### config.mk
export PLATFORM = sky130hd
export DESIGN_NAME = pwm4_reload_timer
export DESIGN_NICKNAME = d
export VERILOG_FILES = /design/src/rtl/ptmr_pkg.sv /design/src/rtl/ptmr_counter.sv /design/src/rtl/ptmr_regs.sv /design/src/rtl/ptmr_channel.sv /design/src/rtl/pwm4_reload_timer.sv
export SDC_FILE = /design/constraint.sdc
export NUM_CORES = 1
export LEC_CHECK = 0
export BUFFER_PORTS_ARGS = -buffer_cell sky130_fd_sc_hd__buf_4
export CORE_ASPECT_RATIO = 0.75
export CORE_MARGIN = 2
export CORE_UTILIZATION = 45
export CTS_BUF_LIST = sky130_fd_sc_hd__clkbuf_4
export DETAILED_ROUTE_END_ITERATION = 10
export SLEW_MARGIN = 25
export SYNTH_ARGS = -nofsm -noshare
export SYNTH_HDL_FRONTEND = slang
export SYNTH_SLANG_ARGS = --single-unit
### constraint.sdc
create_clock -name clk -period 2.3 [get_ports clk]
set_clock_uncertainty 0.1 [all_clocks]
set_input_delay 0.115 -clock clk [delete_from_list [all_inputs] [get_ports clk]]
set_output_delay 0.115 -clock clk [all_outputs]
set_load 0.02 [all_outputs]
### src/rtl/ptmr_pkg.sv
`timescale 1ns/1ps
// Shared register addresses and control-field positions for the preloaded PWM timer.
// Assumes the write data is wide enough to hold the polarity field (CTRL_POL_LSB + channels).
package ptmr_pkg;
    typedef enum logic [2:0] {
        REG_RELOAD = 3'd0,
        REG_CTRL   = 3'd1,
        REG_DUTY0  = 3'd2
    } ptmr_addr_e;

    localparam int CTRL_IRQ_BIT = 0;
    localparam int CTRL_ARM_BIT = 1;
    localparam int CTRL_OE_LSB  = 4;
    localparam int CTRL_POL_LSB = 8;
endpackage

### src/rtl/ptmr_counter.sv
`timescale 1ns/1ps
// Free-running up-counter that wraps from all-ones to a reload value.
// Assumes reload_val is stable around the wrap edge; wrap is high in the all-ones cycle.
module ptmr_counter #(
    parameter int CNT_W = 12
) (
    input  logic             clk,
    input  logic             rst_n,
    input  logic [CNT_W-1:0] reload_val,
    output logic [CNT_W-1:0] cnt,
    output logic             wrap
);
    localparam logic [CNT_W-1:0] CNT_MAX = '1;

    assign wrap = (cnt == CNT_MAX);

    // Count up; on the all-ones value load the reload value instead of zero.
    always_ff @(posedge clk) begin
        if (!rst_n)    cnt <= '0;
        else if (wrap) cnt <= reload_val;
        else           cnt <= cnt + 1'b1;
    end


    cnt_reload_chk: assert property (@(posedge clk) disable iff (!rst_n)
        (cnt == CNT_MAX) |=> (cnt == $past(reload_val)));


    cnt_step_chk: assert property (@(posedge clk) disable iff (!rst_n)
        (cnt != CNT_MAX) |=> (cnt == $past(cnt) + 1'b1));
endmodule

### src/rtl/ptmr_regs.sv
`timescale 1ns/1ps
// Register file: reload value, control bits, duty/polarity preloads and active copies.
// Assumes one write per cycle; a control write in a wrap cycle sets the arm bit to the
// written value, while the copy at that wrap uses the values held before the write.
module ptmr_regs
    import ptmr_pkg::*;
#(
    parameter int CNT_W  = 12,
    parameter int NCH    = 4,
    parameter int ADDR_W = 3
) (
    input  logic                      clk,
    input  logic                      rst_n,
    input  logic                      wr_en,
    input  logic [ADDR_W-1:0]         wr_addr,
    input  logic [CNT_W-1:0]          wr_data,
    input  logic                      wrap,
    output logic [CNT_W-1:0]          reload_val,
    output logic                      irq_en,
    output logic [NCH-1:0]            oe,
    output logic [NCH-1:0]            pol_act,
    output logic [NCH-1:0][CNT_W-1:0] duty_act
);
    logic                      arm;
    logic [NCH-1:0]            pol_pre;
    logic [NCH-1:0][CNT_W-1:0] duty_pre;
    logic                      reload_wr;
    logic                      ctrl_wr;

    assign reload_wr = wr_en && (int'(wr_addr) == int'(REG_RELOAD));
    assign ctrl_wr   = wr_en && (int'(wr_addr) == int'(REG_CTRL));

    // Hold the reload value written at its address.
    always_ff @(posedge clk) begin
        if (!rst_n)         reload_val <= '0;
        else if (reload_wr) reload_val <= wr_data;
    end

    // Hold the control fields; the arm bit also clears itself at a wrap.
    always_ff @(posedge clk) begin
        if (!rst_n) begin
            irq_en  <= 1'b0;
            arm     <= 1'b0;
            oe      <= '0;
            pol_pre <= '0;
        end else if (ctrl_wr) begin
            irq_en  <= wr_data[CTRL_IRQ_BIT];
            arm     <= wr_data[CTRL_ARM_BIT];
            oe      <= wr_data[CTRL_OE_LSB +: NCH];
            pol_pre <= wr_data[CTRL_POL_LSB +: NCH];
        end else if (wrap) begin
            arm     <= 1'b0;
        end
    end

    // Capture duty preloads, one address per channel after the control register.
    always_ff @(posedge clk) begin
        if (!rst_n) begin
            duty_pre <= '0;
        end else begin
            for (int ch = 0; ch < NCH; ch++) begin
                if (wr_en && (int'(wr_addr) == int'(REG_DUTY0) + ch))
                    duty_pre[ch] <= wr_data;
            end
        end
    end

    // Copy preloads into the active registers at an armed wrap.
    always_ff @(posedge clk) begin
        if (!rst_n) begin
            duty_act <= '0;
            pol_act  <= '0;
        end else if (wrap && arm) begin
            duty_act <= duty_pre;
            pol_act  <= pol_pre;
        end
    end


    arm_clear_chk: assert property (@(posedge clk) disable iff (!rst_n)
        (wrap && arm && !ctrl_wr) |=> !arm);


    active_hold_chk: assert property (@(posedge clk) disable iff (!rst_n)
        !wrap |=> ($stable(duty_act) && $stable(pol_act)));
endmodule

### src/rtl/ptmr_channel.sv
`timescale 1ns/1ps
// One PWM channel: raw level high while the counter is below the active duty value,
// then gated by the enable and inverted by the polarity bit (disabled = polarity level).
module ptmr_channel #(
    parameter int CNT_W = 12
) (
    input  logic [CNT_W-1:0] cnt,
    input  logic [CNT_W-1:0] duty,
    input  logic             pol,
    input  logic             oe,
    output logic             out
);
    logic raw;

    // Form the raw level, apply the enable, then the polarity.
    always_comb begin
        raw = (cnt < duty);
        out = (oe & raw) ^ pol;
    end
endmodule

### src/rtl/pwm4_reload_timer.sv
`timescale 1ns/1ps
// Preloaded multi-channel PWM timer: reload counter, register file and NCH channels.
// Assumes CTRL_POL_LSB + NCH <= CNT_W so the control fields fit in one write word.
module pwm4_reload_timer
    import ptmr_pkg::*;
#(
    parameter int CNT_W  = 12,
    parameter int NCH    = 4,
    parameter int ADDR_W = $clog2(NCH + 2)
) (
    input  logic              clk,
    input  logic              rst_n,
    input  logic              wr_en,
    input  logic [ADDR_W-1:0] wr_addr,
    input  logic [CNT_W-1:0]  wr_data,
    output logic              irq_pulse,
    output logic [NCH-1:0]    pwm_out
);
    logic [CNT_W-1:0]          cnt;
    logic                      wrap;
    logic [CNT_W-1:0]          reload_val;
    logic                      irq_en;
    logic [NCH-1:0]            oe;
    logic [NCH-1:0]            pol_act;
    logic [NCH-1:0][CNT_W-1:0] duty_act;

    ptmr_counter #(.CNT_W(CNT_W)) u_cnt (
        .clk(clk), .rst_n(rst_n), .reload_val(reload_val), .cnt(cnt), .wrap(wrap)
    );

    ptmr_regs #(.CNT_W(CNT_W), .NCH(NCH), .ADDR_W(ADDR_W)) u_regs (
        .clk(clk), .rst_n(rst_n), .wr_en(wr_en), .wr_addr(wr_addr), .wr_data(wr_data),
        .wrap(wrap), .reload_val(reload_val), .irq_en(irq_en), .oe(oe),
        .pol_act(pol_act), .duty_act(duty_act)
    );

    // Strobe the interrupt in each wrap cycle while enabled.
    assign irq_pulse = irq_en & wrap;

    for (genvar g = 0; g < NCH; g++) begin : g_ch
        ptmr_channel #(.CNT_W(CNT_W)) u_ch (
            .cnt(cnt), .duty(duty_act[g]), .pol(pol_act[g]), .oe(oe[g]), .out(pwm_out[g])
        );


        no_pulse_chk: assert property (@(posedge clk) disable iff (!rst_n)
            ((cnt >= reload_val) && (duty_act[g] <= reload_val)) |-> (pwm_out[g] == pol_act[g]));
    end


    irq_gate_chk: assert property (@(posedge clk) disable iff (!rst_n)
        irq_pulse |-> (cnt == '1));
endmodule

Word level (Yosys, flattened, before mapping)
Cells that the tools add are included.

storage, ports and cells
  bits in registers = 134
  output and inout port bits = 5
  word-level logic and storage cells = 47

cells by class
  $add $sub $neg = 1
  $lt $le $gt $ge = 4
  eq/ne operators = 6
  mux-type cells = 3
  bitwise operators = 9
  reduce and logical (&&, ||, !) cells = 9

operator list
  kind                                                                   number
  12-bit less-than comparator                                            4
  12-bit by 1-bit adder with 12-bit output, second input constant        1
  12-bit equality test, second input constant                            1
  3-bit equality test, second input constant                             4
  12-bit two-way mux                                                     1
  1-bit logical AND                                                      7
  1-bit bitwise AND                                                      5
  1-bit bitwise XOR                                                      4
  3-bit by 2-bit equality test with 1-bit output, second input constant  1
  3-bit logical NOT                                                      1
  1-bit two-way mux                                                      2
  2-bit nonzero test                                                     1

Depth between registers and ports, before layout
Gate-level depths: netlist (run 1).

  depth after elaboration = 3
  gate-level depth with buffers = 8
  gate-level depth less buffers = 7

Hierarchy
A second synthesis (run 1) with hierarchy kept.

unflattened totals
  cells, all modules = 717
  area total of the unflattened synthesis = 6,665.1 µm²

by module, submodules not included
  module             times used  cells each  area each (µm²)
  ptmr_regs          1           482         4,749.6
  ptmr_channel       4           40          311.5
  ptmr_counter       1           74          663.1
  pwm4_reload_timer  1           1           6.3

Least setup slack after synthesis (run 1)
OpenSTA, ideal clock, no wires.

  path type = register to register
  start point = register u_cnt.cnt[0]
  end point = register u_regs.duty_act[39] (netlist bit)
  setup time = 115 ps
  arrival = 1,612 ps
  required time = 2,085 ps
  path slack = 472 ps
  cell stages (with the launch flop) = 9
  buffers on the path = 2
  cells stage by stage = dfxtp_1 ha_1 nand2_1 nor4_4 nand2_2 buf_6 buf_6 nand3_1 o21ai_2

on the way
  longest elaborated chain between the ends = 2

RTL lines
  item                    line                source
  start, declared         ptmr_counter.sv:10  output logic [CNT_W-1:0] cnt,
  start signal, assigned  ptmr_counter.sv:20  else if (wrap) cnt <= reload_val;
  start signal, assigned  ptmr_counter.sv:21  else cnt <= cnt + 1'b1;
  12-bit equality test    ptmr_counter.sv:15  assign wrap = (cnt == CNT_MAX);
  1-bit logical AND       ptmr_regs.sv:73     end else if (wrap && arm) begin
  end signal, assigned    ptmr_regs.sv:74     duty_act <= duty_pre;
  end, declared           ptmr_regs.sv:22     output logic [NCH-1:0][CNT_W-1:0] duty_act

Every way passes these cells.
A chain may end at the register's enable or synchronous reset.

Worst setup path after layout (run 1)
  start point = register u_cnt.cnt[1]
  end point = output port pwm_out[0]

on the way
  longest elaborated chain between the ends = 3

RTL lines
  item                         line                     source
  12-bit less-than comparator  ptmr_channel.sv:17       raw = (cnt < duty);
  1-bit bitwise AND            ptmr_channel.sv:18       out = (oe & raw) ^ pol;
  1-bit bitwise XOR            ptmr_channel.sv:18
  end, declared                pwm4_reload_timer.sv:17  output logic [NCH-1:0] pwm_out

Every way passes these cells.

==> impl_results.html, run 1 <==
<table>
<tr><th>Metric</th><th>Value</th></tr>
<tr><th colspan="2">Outcome</th></tr>
<tr><td>Status</td><td>finished with violations</td></tr>
<tr><td>Violated checks</td><td>negative setup slack</td></tr>
<tr><th colspan="2">Global route</th></tr>
<tr><td>Largest net degree at the start of global routing</td><td>105</td></tr>
<tr><td>Number of global-route vias before repair</td><td>5192</td></tr>
<tr><td>Initial antenna violation count</td><td>0</td></tr>
<tr><td>Global routing usage summed across all routing layers</td><td>0.2395</td></tr>
<tr><td>Total congestion overflow after global routing</td><td>0</td></tr>
<tr><td>Global-route wire length before repair</td><td>27370 um</td></tr>
<tr><th colspan="2">Placed design</th></tr>
<tr><td>Placed cell area</td><td>~6700 um2</td></tr>
<tr><td>Port Buffers</td><td>22</td></tr>
<tr><td>Routability cong.</td><td>0.8942</td></tr>
<tr><td>Half-perimeter wire length of the detailed placement result</td><td>10860 um</td></tr>
<tr><td>Pre-CTS WS</td><td>135.6 ps</td></tr>
<tr><th colspan="2">Critical path</th></tr>
<tr><td>Cell type with the highest occurrence count on the critical path</td><td>sky130_fd_sc_hd__o21ai_1</td></tr>
<tr><td>Series of cell instances along the critical path</td><td>ha_4 &gt; o21ai_1 &gt; o21ai_1 &gt; a211oi_2 &gt; o21ai_1 &gt; xnor2_1 &gt; buf_4</td></tr>
<tr><td>WS Path Type</td><td>register to primary output</td></tr>
<tr><td>Data required time of the critical path</td><td>around 2100 ps</td></tr>
<tr><td>Worst setup EP type</td><td>primary output</td></tr>
<tr><td>Slowest CP cell</td><td>sky130_fd_sc_hd__dfxtp_4</td></tr>
<tr><td>Maximum fanout along the worst path</td><td>5</td></tr>
<tr><td>Delay contributed by the slowest stage of the critical path</td><td>400 ps</td></tr>
<tr><td>Data arrival time of the worst path</td><td>2140 ps</td></tr>
<tr><td>Category of the worst setup path launch point</td><td>register</td></tr>
<tr><th colspan="2">CTS</th></tr>
<tr><td>Bufs on Longest Clock Path</td><td>2</td></tr>
<tr><td>Clk slew on worst S/H paths</td><td>130 ps</td></tr>
<tr><td>TritonCTS clock tree</td><td>done</td></tr>
<tr><td>Insertion delay to the later sink of the worst-skew pair</td><td>530 ps</td></tr>
<tr><td>Number of buffers inserted during clock tree synthesis</td><td>17</td></tr>
<tr><td>CTS Sinks</td><td>134</td></tr>
<tr><td>Htree depth</td><td>4</td></tr>
<tr><td>Clock root buffer</td><td>sky130_fd_sc_hd__clkbuf_4</td></tr>
<tr><th colspan="2">Synthesis</th></tr>
<tr><td>Synthesized netlist net count</td><td>847</td></tr>
<tr><td>Ys Warns</td><td>0</td></tr>
<tr><td>Ys flop type</td><td>sky130_fd_sc_hd__dfxtp_1</td></tr>
<tr><td>Post-synthesis async set-or-reset flop share</td><td>0</td></tr>
<tr><td>Cell count after synthesis</td><td>784</td></tr>
<tr><td>Post-Synthesis Mean Instance Area</td><td>8.091 um2</td></tr>
<tr><td>Top cell types by occurrence after synthesis</td><td>211 x sky130_fd_sc_hd__nand2_1, 134 x sky130_fd_sc_hd__dfxtp_1, 72 x sky130_fd_sc_hd__a21boi_0</td></tr>
<tr><td>Portion of synthesized cell area occupied by the leading cell type</td><td>0.4229</td></tr>
<tr><td>Cell types with the largest area share after synthesis</td><td>sky130_fd_sc_hd__dfxtp_1 42%, sky130_fd_sc_hd__nand2_1 12%, sky130_fd_sc_hd__ha_1 8.9%</td></tr>
<tr><td>EDFF count, synth</td><td>0</td></tr>
<tr><td>Sequential element share of the synthesized area</td><td>0.4229</td></tr>
<tr><td>Mapped cell area</td><td>approximately 6300 um2</td></tr>
<tr><td>Count leader, synth</td><td>sky130_fd_sc_hd__nand2_1</td></tr>
<tr><td>Number of storage elements in the synthesis netlist</td><td>between 100 and 150</td></tr>
<tr><td>Synth area leader</td><td>sky130_fd_sc_hd__dfxtp_1</td></tr>
<tr><td>Number of distinct library cells after synthesis</td><td>38</td></tr>
<tr><th colspan="2">Floorplan</th></tr>
<tr><td>Overall die area</td><td>15070 um2</td></tr>
<tr><td>Horizontal die dimension</td><td>141.1 um</td></tr>
<tr><td>Effective utilization at floorplan</td><td>0.4614</td></tr>
<tr><td>Die outline height</td><td>106.8 um</td></tr>
<tr><td>Number of primary I/O pins</td><td>23</td></tr>
<tr><td>Rows</td><td>37</td></tr>
<tr><td>Core area</td><td>13750 um2</td></tr>
<tr><th colspan="2">STA</th></tr>
<tr><td>Final count of hold timing violations</td><td>0</td></tr>
<tr><td>Slew at the pin closest to its max-slew limit</td><td>approximately 700 ps</td></tr>
<tr><td>Fin worst setup slack</td><td>-51.81 ps</td></tr>
<tr><td>Tcrit/Tclk final</td><td>1.023</td></tr>
<tr><td>Final setup fails</td><td>4</td></tr>
<tr><td>Max-slew violation count</td><td>0</td></tr>
<tr><td>Fmax</td><td>around 430 MHz</td></tr>
<tr><td>Shortest period the worst path allows</td><td>around 2400 ps</td></tr>
<tr><td>Unrepaired setup endpoints after global routing</td><td>yes</td></tr>
<tr><td>Slew headroom</td><td>0.5326</td></tr>
<tr><th colspan="2">Layout</th></tr>
<tr><td>Share of the core filled with cells in the final layout</td><td>0.5698</td></tr>
<tr><td>Fraction of layout instances using a drive strength above 1</td><td>0.2118</td></tr>
<tr><td>Final non-filler cell area</td><td>7835 um2</td></tr>
<tr><td>Nets</td><td>a little under 900</td></tr>
<tr><td>Antenna cells</td><td>0</td></tr>
<tr><td>Layout overhead on the synthesized area</td><td>23.51%</td></tr>
<tr><th colspan="2">Worst hold path</th></tr>
<tr><td>Class of the tightest hold or removal check</td><td>input pin to register</td></tr>
<tr><th colspan="2">Power and ir drop</th></tr>
<tr><td>Worst IR Drop VDD</td><td>0.3140 mV</td></tr>
<tr><td>Pwr per Cell Area</td><td>slightly below 600 nW/um2</td></tr>
<tr><td>Leakage</td><td>2.759 nW</td></tr>
<tr><th colspan="2">Routing</th></tr>
<tr><td>DRC violation total after the first TritonRoute iteration</td><td>between 300 and 400</td></tr>
<tr><td>Total Routed Length</td><td>17370 um</td></tr>
<tr><td>Count of antenna-violating nets left after detailed routing</td><td>0</td></tr>
<tr><td>Per-cell via count in the routed design</td><td>5.312</td></tr>
<tr><td># DRC</td><td>0</td></tr>
<tr><td>Drt first pass iters</td><td>5</td></tr>
<tr><td>Wire length per cell after detailed routing</td><td>17.03 um</td></tr>
<tr><td>Vias after detailed routing</td><td>5418</td></tr>
<tr><th colspan="2">Job</th></tr>
<tr><td>MaxCap Viol Count</td><td>0</td></tr>
</table>
[cells by family (layout without fill, tap and decap cells)]
| logic type | count (synthesis) | after routing | synth area share |
|---|---|---|---|
| simple gates | 327 | 327 | 0.2254 |
| compound gates | 173 | 173 | 0.1799 |
| flops | 134 | 134 | 0.4229 |
| buf+inv | 93 | 154 | 0.06647 |
| fa+ha+maj | 45 | 45 | 0.08876 |
| xor+xnor | 12 | 12 | 0.01657 |
[what timing repair did]
item                                    in CTS  in global routing
hold buffers                                20                  0
hold endpoints to repair                    81                  0
endpoints found under the setup margin       5                  5
pin swaps                                   24                 29
buffers inserted                            13                  4
resized for setup                           65                 35
[critical path: cells and delay by family (launching register included)]
kind | cells | cell delay [ps]
AO/OA/AOI/OAI | 4 | 660
flip-flops | 1 | 400
adder cells (fa/ha/maj) | 1 | 240
XOR/XNOR | 1 | 160
buffers and inverters | 1 | 160
[layout by cell type, fill, tap and decap left out, drive strengths merged, types with 14 or more instances in the layout]
cell and n:
a21boi 72, a21oi 14, buf 57, clkbuf 18, dfxtp 134, dlygate4sd3 20
ha 45, inv 47, nand2 212, nand3 63, nor2 17, o21ai 70
[state kept, by name (all words and copies together) (netlist names)]
name	count
u_regs.irq_en	1
u_regs.arm	1
u_regs.pol_act	4
u_cnt.cnt	12
u_regs.oe	4
u_regs.pol_pre	4
u_regs.duty_act	48
u_regs.duty_pre	48
u_regs.reload_val	12
[stage by stage]
stage                     total power, mW  std cells  TNS [ps]  hold slack [ps]
final                               4.533       1020    -176.2            84.77
after global placement              2.689        951         0            332.8
after floorplan                     2.565        784         0            159.9
after CTS                           4.540       1016    -472.3            50.19
after global routing                4.696       1020    -690.7            84.14
after detailed placement            2.696        951         0            339.1
[where the power goes]
group	switching (mW)	leakage, nW	internal [mW]	total [mW]
clock network	0.941	0.169	0.885	1.83
registers	0.0231	1.09	2.34	2.36
logic	0.197	1.50	0.146	0.343
[final timing paths]
check | from | to | slack [ps] | depth (start not counted)
max | u_cnt.cnt[1]$_SDFF_PN0_ | pwm_out[0] | -50 | 7
min | wr_en | u_regs.duty_pre[34]$_SDFFE_PN0P_ | 80 | 6
max reg2reg | u_cnt.cnt[3]$_SDFF_PN0_ | u_regs.duty_act[1]$_SDFFE_PN0P_ | 230 | 8
min reg2reg | u_regs.duty_pre[30]$_SDFFE_PN0P_ | u_regs.duty_act[30]$_SDFFE_PN0P_ | 350 | 2
[per-layer routing]
metal,track usage,wire [um],up-vias
met1,0.3271,8352,2557
met2,0.3915,7980,111
met4,0.06714,296,0
met5,0,0,-
met3,0.04243,740,27
li1,-,-,2723
[layout make-up]
type                            instances  area, um2
Fill cell                            1291       5914
Multi-Input combinational cell        557       3682
Sequential cell                       134       2729
Timing Repair Buffer                   77      700.7
Tap cell                              175      219.0
Clock inverter                         14      200.2
Inverter                               45      168.9
Clock buffer                           18      135.1
Note: power is estimated with default switching activity, not from simulation.
==> inputs of run 2 (changes only) <==
--- a/config.mk
+++ b/config.mk
@@ -14,4 +14,5 @@
 export SLEW_MARGIN = 25
 export SYNTH_ARGS = -nofsm -noshare
 export SYNTH_HDL_FRONTEND = slang
+export SYNTH_HIERARCHICAL = 1
 export SYNTH_SLANG_ARGS = --single-unit
==> impl_results.html, run 2 <==
<table>
<tr><th>Metric</th><th>Value</th></tr>
<tr><th colspan="2">Layout</th></tr>
<tr><td>Biggest registers after layout</td><td>u_regs/duty_act (48), u_regs/duty_pre (48)</td></tr>
<tr><td>Layout overhead on the synthesized area</td><td>16.61%</td></tr>
<tr><td>Nets</td><td>815</td></tr>
<tr><td>Number of filler cells placed in the layout</td><td>1326</td></tr>
<tr><td>Fraction of layout instances using a drive strength above 1</td><td>0.2510</td></tr>
<tr><td>Most frequent standard cell in the layout excluding fill and tap cells</td><td>sky130_fd_sc_hd__dfxtp_1</td></tr>
<tr><td>Highest-count cells in the layout ignoring fill and taps</td><td>120 x sky130_fd_sc_hd__dfxtp_1, 90 x sky130_fd_sc_hd__nand2_1, 70 x sky130_fd_sc_hd__mux2i_1, 68 x sky130_fd_sc_hd__a21oi_1, 60 x sky130_fd_sc_hd__nand3_1</td></tr>
<tr><td>Antenna cells</td><td>0</td></tr>
<tr><th colspan="2">Critical path</th></tr>
<tr><td>Data required time of the critical path</td><td>roughly 2100 ps</td></tr>
<tr><td>Worst setup EP type</td><td>primary output</td></tr>
<tr><td>Data arrival time of the worst path</td><td>between 2000 and 2500 ps</td></tr>
<tr><td>Maximum fanout along the worst path</td><td>3</td></tr>
<tr><td>Category of the worst setup path launch point</td><td>register</td></tr>
<tr><td>WS Path Type</td><td>register to primary output</td></tr>
<tr><th colspan="2">STA</th></tr>
<tr><td>Shortest period the worst path allows</td><td>2501 ps</td></tr>
<tr><td>Fmax</td><td>399.8 MHz</td></tr>
<tr><td>Tcrit/Tclk final</td><td>1.088</td></tr>
<tr><td>Fin worst setup slack</td><td>-201.3 ps</td></tr>
<tr><td>Slew at the pin closest to its max-slew limit</td><td>816.6 ps</td></tr>
<tr><td>Max-slew violation count</td><td>0</td></tr>
<tr><td>Unrepaired setup endpoints after global routing</td><td>yes</td></tr>
<tr><td>Final setup fails</td><td>4</td></tr>
<tr><td>Final count of hold timing violations</td><td>0</td></tr>
<tr><td>Slew headroom</td><td>0.4556</td></tr>
<tr><th colspan="2">Synthesis</th></tr>
<tr><td>Portion of synthesized cell area occupied by the leading cell type</td><td>0.4025</td></tr>
<tr><td>Number of distinct library cells after synthesis</td><td>47</td></tr>
<tr><td>Top cell types by occurrence after synthesis</td><td>134 x sky130_fd_sc_hd__dfxtp_1, 90 x sky130_fd_sc_hd__nand2_1, 70 x sky130_fd_sc_hd__mux2i_1</td></tr>
<tr><td>Number of storage elements in the synthesis netlist</td><td>134</td></tr>
<tr><td>Sequential element share of the synthesized area</td><td>0.4025</td></tr>
<tr><td>Synthesized netlist net count</td><td>780</td></tr>
<tr><td>Count leader, synth</td><td>sky130_fd_sc_hd__dfxtp_1</td></tr>
<tr><td>Cell count after synthesis</td><td>717</td></tr>
<tr><td>Mapped cell area</td><td>approximately 6700 um2</td></tr>
<tr><td>Post-synthesis async set-or-reset flop share</td><td>0</td></tr>
<tr><td>Ys Warns</td><td>6</td></tr>
<tr><td>Synth area leader</td><td>sky130_fd_sc_hd__dfxtp_1</td></tr>
<tr><td>Ys flop type</td><td>sky130_fd_sc_hd__dfxtp_1</td></tr>
<tr><td>Cell types with the largest area share after synthesis</td><td>sky130_fd_sc_hd__dfxtp_1 40%, sky130_fd_sc_hd__mux2i_1 11%, sky130_fd_sc_hd__ha_1 8.4%</td></tr>
<tr><td>EDFF count, synth</td><td>0</td></tr>
<tr><td>Post-Synthesis Mean Instance Area</td><td>9.296 um2</td></tr>
<tr><th colspan="2">Routing</th></tr>
<tr><td>Drt first pass iters</td><td>5</td></tr>
<tr><td>Total Routed Length</td><td>17400 um</td></tr>
<tr><td>Highest metal layer used by the detailed router</td><td>met4</td></tr>
<tr><td># DRC</td><td>0</td></tr>
<tr><td>Wire length on met1</td><td>8984 um</td></tr>
<tr><td>Vias after detailed routing</td><td>roughly 5.3k</td></tr>
<tr><td>Count of antenna-violating nets left after detailed routing</td><td>0</td></tr>
<tr><td>Routed length on met2</td><td>7567 um</td></tr>
<tr><td>Routed wire length on met3</td><td>638 um</td></tr>
<tr><td>Per-cell via count in the routed design</td><td>about 5.5</td></tr>
<tr><td>Wire length per cell after detailed routing</td><td>18.03 um</td></tr>
<tr><td>DRC violation total after the first TritonRoute iteration</td><td>445</td></tr>
<tr><th colspan="2">Floorplan</th></tr>
<tr><td>Overall die area</td><td>roughly 16000 um2</td></tr>
<tr><td>Rows</td><td>38</td></tr>
<tr><td>Number of primary I/O pins</td><td>23</td></tr>
<tr><td>Core area</td><td>14450 um2</td></tr>
<tr><td>Die outline height</td><td>109.4 um</td></tr>
<tr><td>Effective utilization at floorplan</td><td>0.4611</td></tr>
<tr><td>Horizontal die dimension</td><td>~140 um</td></tr>
<tr><th colspan="2">CTS</th></tr>
<tr><td>Htree depth</td><td>4</td></tr>
<tr><td>Clock root buffer</td><td>sky130_fd_sc_hd__clkbuf_4</td></tr>
<tr><td>Clk slew on worst S/H paths</td><td>approximately 120 ps</td></tr>
<tr><td>CTS Sinks</td><td>134</td></tr>
<tr><td>Number of buffers inserted during clock tree synthesis</td><td>17</td></tr>
<tr><td>Insertion delay to the later sink of the worst-skew pair</td><td>570 ps</td></tr>
<tr><td>Bufs on Longest Clock Path</td><td>2</td></tr>
<tr><td>TritonCTS clock tree</td><td>done</td></tr>
<tr><th colspan="2">Global route</th></tr>
<tr><td>Initial antenna violation count</td><td>0</td></tr>
<tr><td>Global-route wire length before repair</td><td>27690 um</td></tr>
<tr><td>Total congestion overflow after global routing</td><td>0</td></tr>
<tr><td>Largest net degree at the start of global routing</td><td>68</td></tr>
<tr><td>Number of global-route vias before repair</td><td>5124</td></tr>
<tr><td>Global routing usage summed across all routing layers</td><td>0.2344</td></tr>
<tr><th colspan="2">Power and ir drop</th></tr>
<tr><td>Leakage</td><td>3.203 nW</td></tr>
<tr><td>Worst IR Drop VDD</td><td>roughly 0.46 mV</td></tr>
<tr><td>Overall power after layout</td><td>roughly 4.2 mW</td></tr>
<tr><td>Pwr per Cell Area</td><td>between 500 and 600 nW/um2</td></tr>
<tr><th colspan="2">Placed design</th></tr>
<tr><td>Pre-CTS WS</td><td>~170 ps</td></tr>
<tr><td>Routability cong.</td><td>0.8826</td></tr>
<tr><td>Port Buffers</td><td>22</td></tr>
<tr><td>Half-perimeter wire length of the detailed placement result</td><td>11050 um</td></tr>
<tr><th colspan="2">Outcome</th></tr>
<tr><td>Status</td><td>finished with violations</td></tr>
<tr><td>Violated checks</td><td>negative setup slack</td></tr>
<tr><th colspan="2">Job</th></tr>
<tr><td>MaxCap Viol Count</td><td>0</td></tr>
<tr><th colspan="2">Worst hold path</th></tr>
<tr><td>Class of the tightest hold or removal check</td><td>input pin to register</td></tr>
</table>
==> run 2: cell count changes after synthesis, sizes merged, moves of 6 or more <==
cell and delta:
a21bo +52, buf +6, nand2 -118, o21ai -59
mux2i +70, a21boi -72, nor2 -17, a21oi +58
==> run 2: logic make-up (layout without fill, tap and decap cells) <==
kind of cell / count (synthesis) / in the layout / synth area share
DFF: 134 / 134 / 0.4025
xor gates and xnor gates: 7 / 7 / 0.009199
and+or+nand+nor: 198 / 198 / 0.1539
AOI/OAI and AO/OA: 164 / 164 / 0.1855
muxes: 70 / 70 / 0.1051
adders and majority gates: 45 / 45 / 0.08448
buffers and inverters: 99 / 147 / 0.05932
==> run 2: worst max-delay path, cell delays in order (launching register included) <==
cell	delay (ps)
sky130_fd_sc_hd__dfxtp_2	380
sky130_fd_sc_hd__buf_6	130
sky130_fd_sc_hd__ha_4	200
sky130_fd_sc_hd__a21oi_2	120
sky130_fd_sc_hd__o21ai_2	70
sky130_fd_sc_hd__a221oi_2	290
sky130_fd_sc_hd__o31ai_2	110
sky130_fd_sc_hd__xnor2_1	230
sky130_fd_sc_hd__buf_4	190
==> run 2: final cells by class <==
class	instances	area, um2	area share
clock buffers	18	135.1	0.01739
inverters	49	188.9	0.02431
well taps	200	250.2	0.03220
clock inverters	14	135.1	0.01739
flip-flops and latches	134	2723	0.3503
repair buffers	66	621.8	0.08001
multi-input cells	484	3719	0.4784
==> run 2: metal layers <==
layer | up-vias | GRT usage
li1 | 2605 | -
met1 | 2584 | 0.3352
met2 | 97 | 0.3497
met3 | 16 | 0.05575
met4 | 0 | 0.07282
met5 | - | 0
==> run 2: worst paths after layout <==
| kind | slack (ps) | cells past startpoint | to | startpoint |
|---|---|---|---|---|
| setup / recovery | -200 | 8 | pwm_out[1] | u_cnt/cnt[2]$_SDFF_PN0_ |
| hold / removal | 40 | 4 | u_regs/pol_pre[0]$_SDFFE_PN0P_ | wr_en |
| setup reg to reg | 350 | 5 | u_cnt/cnt[11]$_SDFF_PN0_ | u_cnt/cnt[5]$_SDFF_PN0_ |
| hold reg to reg | 360 | 2 | u_regs/duty_act[35]$_SDFFE_PN0P_ | u_regs/duty_pre[35]$_SDFFE_PN0P_ |
==> run 2: what timing repair did <==
action                                 in CTS  in global routing
hold buffers                               12                  0
setup endpoints to repair                   5                  5
endpoints found under the hold margin      65                  0
setup buffers                               5                  4
pin swaps                                  16                  8
resized for setup                          30                 10
cloned                                      2                  0
==> run 2: stage by stage <==
| stage | hold slack, ps | TNS [ps] | cells | area, um2 | utilization |
|---|---|---|---|---|---|
| CTS | 13.83 | -930.1 | 961 | 7677 | 0.5312 |
| floorplan | 137.9 | 0 | 717 | 6666 | - |
| finish | 38.78 | -700.9 | 965 | 7772 | 0.5377 |
| detailed placement | 349.2 | 0 | 910 | 7071 | 0.4892 |
| global placement | 345.0 | 0 | 910 | 7071 | 0.4892 |
| global route | 13.44 | -1333 | 965 | 7772 | 0.5377 |
==> run 2: power breakdown <==
part	switching, mW	total [mW]	internal [mW]
clock network	0.898	1.54	0.643
logic	0.190	0.330	0.140
registers	0.0287	2.37	2.34
total	1.12	4.24	3.13
==> inputs of run 3 (changes only) <==
--- a/config.mk
+++ b/config.mk
@@ -11,6 +11,7 @@
 export CORE_UTILIZATION = 45
 export CTS_BUF_LIST = sky130_fd_sc_hd__clkbuf_4
 export DETAILED_ROUTE_END_ITERATION = 10
+export SETUP_SLACK_MARGIN = 0.2
 export SLEW_MARGIN = 25
 export SYNTH_ARGS = -nofsm -noshare
 export SYNTH_HDL_FRONTEND = slang
==> impl_results.html, run 3 (synthesis gave the netlist of run 2 again) <==
<table>
<tr><th>Metric</th><th>Value</th></tr>
<tr><th colspan="2">Placed design</th></tr>
<tr><td>Routability cong.</td><td>0.8513</td></tr>
<tr><td>Port Buffers</td><td>22</td></tr>
<tr><td>Pre-CTS WS</td><td>288.4 ps</td></tr>
<tr><td>Half-perimeter wire length of the detailed placement result</td><td>11050 um</td></tr>
<tr><td>Placed cell area</td><td>just over 7000 um2</td></tr>
<tr><th colspan="2">CTS</th></tr>
<tr><td>Insertion delay to the later sink of the worst-skew pair</td><td>530 ps</td></tr>
<tr><td>CTS Sinks</td><td>134</td></tr>
<tr><td>Clk slew on worst S/H paths</td><td>120 ps</td></tr>
<tr><td>TritonCTS clock tree</td><td>done</td></tr>
<tr><td>Htree depth</td><td>4</td></tr>
<tr><td>Number of buffers inserted during clock tree synthesis</td><td>17</td></tr>
<tr><td>Clock root buffer</td><td>sky130_fd_sc_hd__clkbuf_4</td></tr>
<tr><td>Bufs on Longest Clock Path</td><td>2</td></tr>
<tr><th colspan="2">STA</th></tr>
<tr><td>Shortest period the worst path allows</td><td>2460 ps</td></tr>
<tr><td>Tcrit/Tclk final</td><td>1.070</td></tr>
<tr><td>Max-slew violation count</td><td>0</td></tr>
<tr><td>Final setup fails</td><td>4</td></tr>
<tr><td>Unrepaired setup endpoints after global routing</td><td>yes</td></tr>
<tr><td>Final count of hold timing violations</td><td>0</td></tr>
<tr><td>Fmax</td><td>406.4 MHz</td></tr>
<tr><td>Slew at the pin closest to its max-slew limit</td><td>858.9 ps</td></tr>
<tr><td>Fin worst setup slack</td><td>-160.4 ps</td></tr>
<tr><td>Slew headroom</td><td>0.4274</td></tr>
<tr><td>Total Negative Setup Slacks</td><td>-492.8 ps</td></tr>
<tr><th colspan="2">Floorplan</th></tr>
<tr><td>Overall die area</td><td>15810 um2</td></tr>
<tr><td>Horizontal die dimension</td><td>144.5 um</td></tr>
<tr><td>Effective utilization at floorplan</td><td>0.4611</td></tr>
<tr><td>Rows</td><td>38</td></tr>
<tr><td>Number of primary I/O pins</td><td>23</td></tr>
<tr><td>Die outline height</td><td>109.4 um</td></tr>
<tr><td>Core area</td><td>between 10000 and 15000 um2</td></tr>
<tr><th colspan="2">Power and ir drop</th></tr>
<tr><td>Worst IR Drop VDD</td><td>0.3331 mV</td></tr>
<tr><td>Leakage</td><td>about 3.3 nW</td></tr>
<tr><td>Overall power after layout</td><td>roughly 4.3 mW</td></tr>
<tr><td>Pwr per Cell Area</td><td>546.7 nW/um2</td></tr>
<tr><th colspan="2">Global route</th></tr>
<tr><td>Number of global-route vias before repair</td><td>5178</td></tr>
<tr><td>Total congestion overflow after global routing</td><td>0</td></tr>
<tr><td>Initial antenna violation count</td><td>0</td></tr>
<tr><td>Largest net degree at the start of global routing</td><td>between 60 and 70</td></tr>
<tr><td>Global routing usage summed across all routing layers</td><td>0.2349</td></tr>
<tr><td>Global-route wire length before repair</td><td>27950 um</td></tr>
<tr><th colspan="2">Critical path</th></tr>
<tr><td>WS Path Type</td><td>register to primary output</td></tr>
<tr><td>Reg2reg start</td><td>u_cnt/cnt[5]$_SDFF_PN0_</td></tr>
<tr><td>Slowest CP cell</td><td>sky130_fd_sc_hd__dfxtp_4</td></tr>
<tr><td>Data required time of the critical path</td><td>roughly 2100 ps</td></tr>
<tr><td>Series of cell instances along the critical path</td><td>ha_4 &gt; nand2_2 &gt; o21ai_2 &gt; a221oi_2 &gt; o31ai_2 &gt; xnor2_1 &gt; buf_4</td></tr>
<tr><td>Delay contributed by the slowest stage of the critical path</td><td>420 ps</td></tr>
<tr><td>Register-to-register setup slack</td><td>300 ps</td></tr>
<tr><td>Worst setup EP type</td><td>primary output</td></tr>
<tr><td>Category of the worst setup path launch point</td><td>register</td></tr>
<tr><td>Critical Path Start</td><td>u_cnt/cnt[2]$_SDFF_PN0_</td></tr>
<tr><td>Data arrival time of the worst path</td><td>~2300 ps</td></tr>
<tr><td>Maximum fanout along the worst path</td><td>5</td></tr>
<tr><th colspan="2">Routing</th></tr>
<tr><td>Per-cell via count in the routed design</td><td>5.545</td></tr>
<tr><td>Wire length per cell after detailed routing</td><td>18.26 um</td></tr>
<tr><td># DRC</td><td>0</td></tr>
<tr><td>Count of antenna-violating nets left after detailed routing</td><td>0</td></tr>
<tr><td>Vias after detailed routing</td><td>5373</td></tr>
<tr><td>Total Routed Length</td><td>17690 um</td></tr>
<tr><td>DRC violation total after the first TritonRoute iteration</td><td>505</td></tr>
<tr><td>Drt first pass iters</td><td>5</td></tr>
<tr><th colspan="2">Layout</th></tr>
<tr><td>Fraction of layout instances using a drive strength above 1</td><td>0.2705</td></tr>
<tr><td>Layout overhead on the synthesized area</td><td>18.75%</td></tr>
<tr><td>Biggest registers after layout</td><td>u_regs/duty_act (48), u_regs/duty_pre (48)</td></tr>
<tr><td>Number of filler cells placed in the layout</td><td>1313</td></tr>
<tr><td>Antenna cells</td><td>0</td></tr>
<tr><td>Final non-filler cell area</td><td>approximately 7900 um2</td></tr>
<tr><td>Highest-count cells in the layout ignoring fill and taps</td><td>115 x sky130_fd_sc_hd__dfxtp_1, 90 x sky130_fd_sc_hd__nand2_1, 70 x sky130_fd_sc_hd__mux2i_1, 66 x sky130_fd_sc_hd__a21oi_1, 60 x sky130_fd_sc_hd__nand3_1</td></tr>
<tr><td>Most frequent standard cell in the layout excluding fill and tap cells</td><td>sky130_fd_sc_hd__dfxtp_1</td></tr>
<tr><td>Nets</td><td>819</td></tr>
<tr><th colspan="2">Worst hold path</th></tr>
<tr><td>Beginning of the worst hold path</td><td>wr_en</td></tr>
<tr><td>Class of the tightest hold or removal check</td><td>input pin to register</td></tr>
<tr><th colspan="2">Job</th></tr>
<tr><td>MaxCap Viol Count</td><td>0</td></tr>
<tr><th colspan="2">Outcome</th></tr>
<tr><td>Status</td><td>finished with violations</td></tr>
<tr><td>Violated checks</td><td>negative setup slack</td></tr>
</table>
run 3: per-stage QoR:
stage | util | std cells | hold WS, ps
floorplan | - | 717 | 137.9
global placement | 0.4879 | 907 | 342.8
detailed placement | 0.4879 | 907 | 349.0
CTS | 0.5416 | 963 | 10.00
global route | 0.5476 | 969 | 33.83
finish | 0.5476 | 969 | 74.95
run 3: final cells by class:
cell class                 count  area (um2)  share of cell area
multi-input combinational    484        3779              0.4774
sequential                   134        2736              0.3457
timing repair buffer          70       670.6             0.08473
tap                          200       250.2             0.03162
inverter                      49       188.9             0.02387
clock inverter                15       162.7             0.02055
clock buffer                  17       127.6             0.01612
run 3: critical path, delay by kind of cell, from the launching register on:
kind                     cells  cell delay (ps)
flip-flops                   1              420
XOR/XNOR                     1              180
adder cells (fa/ha/maj)      1              280
AO/OA/AOI/OAI                3              630
buffers and inverters        1              160
AND/OR/NAND/NOR              1               40
run 3: power by group:
group          switching [mW]  total, mW  leakage (nW)  internal (mW)
combinational           0.191      0.333          2.01          0.142
clock                   0.882       1.62         0.152          0.738
sequential             0.0342       2.37          1.10           2.34
run 3: final timing paths:
kind	to	cells after the start
worst max register to register	u_regs/duty_act[1]$_SDFFE_PN0P_	9
worst min register to register	u_regs/duty_pre[41]$_SDFFE_PN0P_	2
worst max-delay path	pwm_out[3]	7
worst min-delay path	u_regs/duty_pre[14]$_SDFFE_PN0P_	4
run 3: what timing repair did:
item | CTS | global route
cloned | 2 | 0
endpoints found under the setup margin | 5 | 5
setup buffers | 12 | 6
pin swaps | 18 | 11
resized for setup | 42 | 11
hold buffers | 10 | 0
hold endpoints to repair | 55 | 0
run 3: per-layer routing:
layer / track usage / wire length, um / up-vias
met2: 0.3538 / 7689 / 177
li1: - / - / 2604
met5: 0 / 0 / -
met4: 0.06727 / 226 / 0
met3: 0.06402 / 1224 / 13
met1: 0.3307 / 8550 / 2579
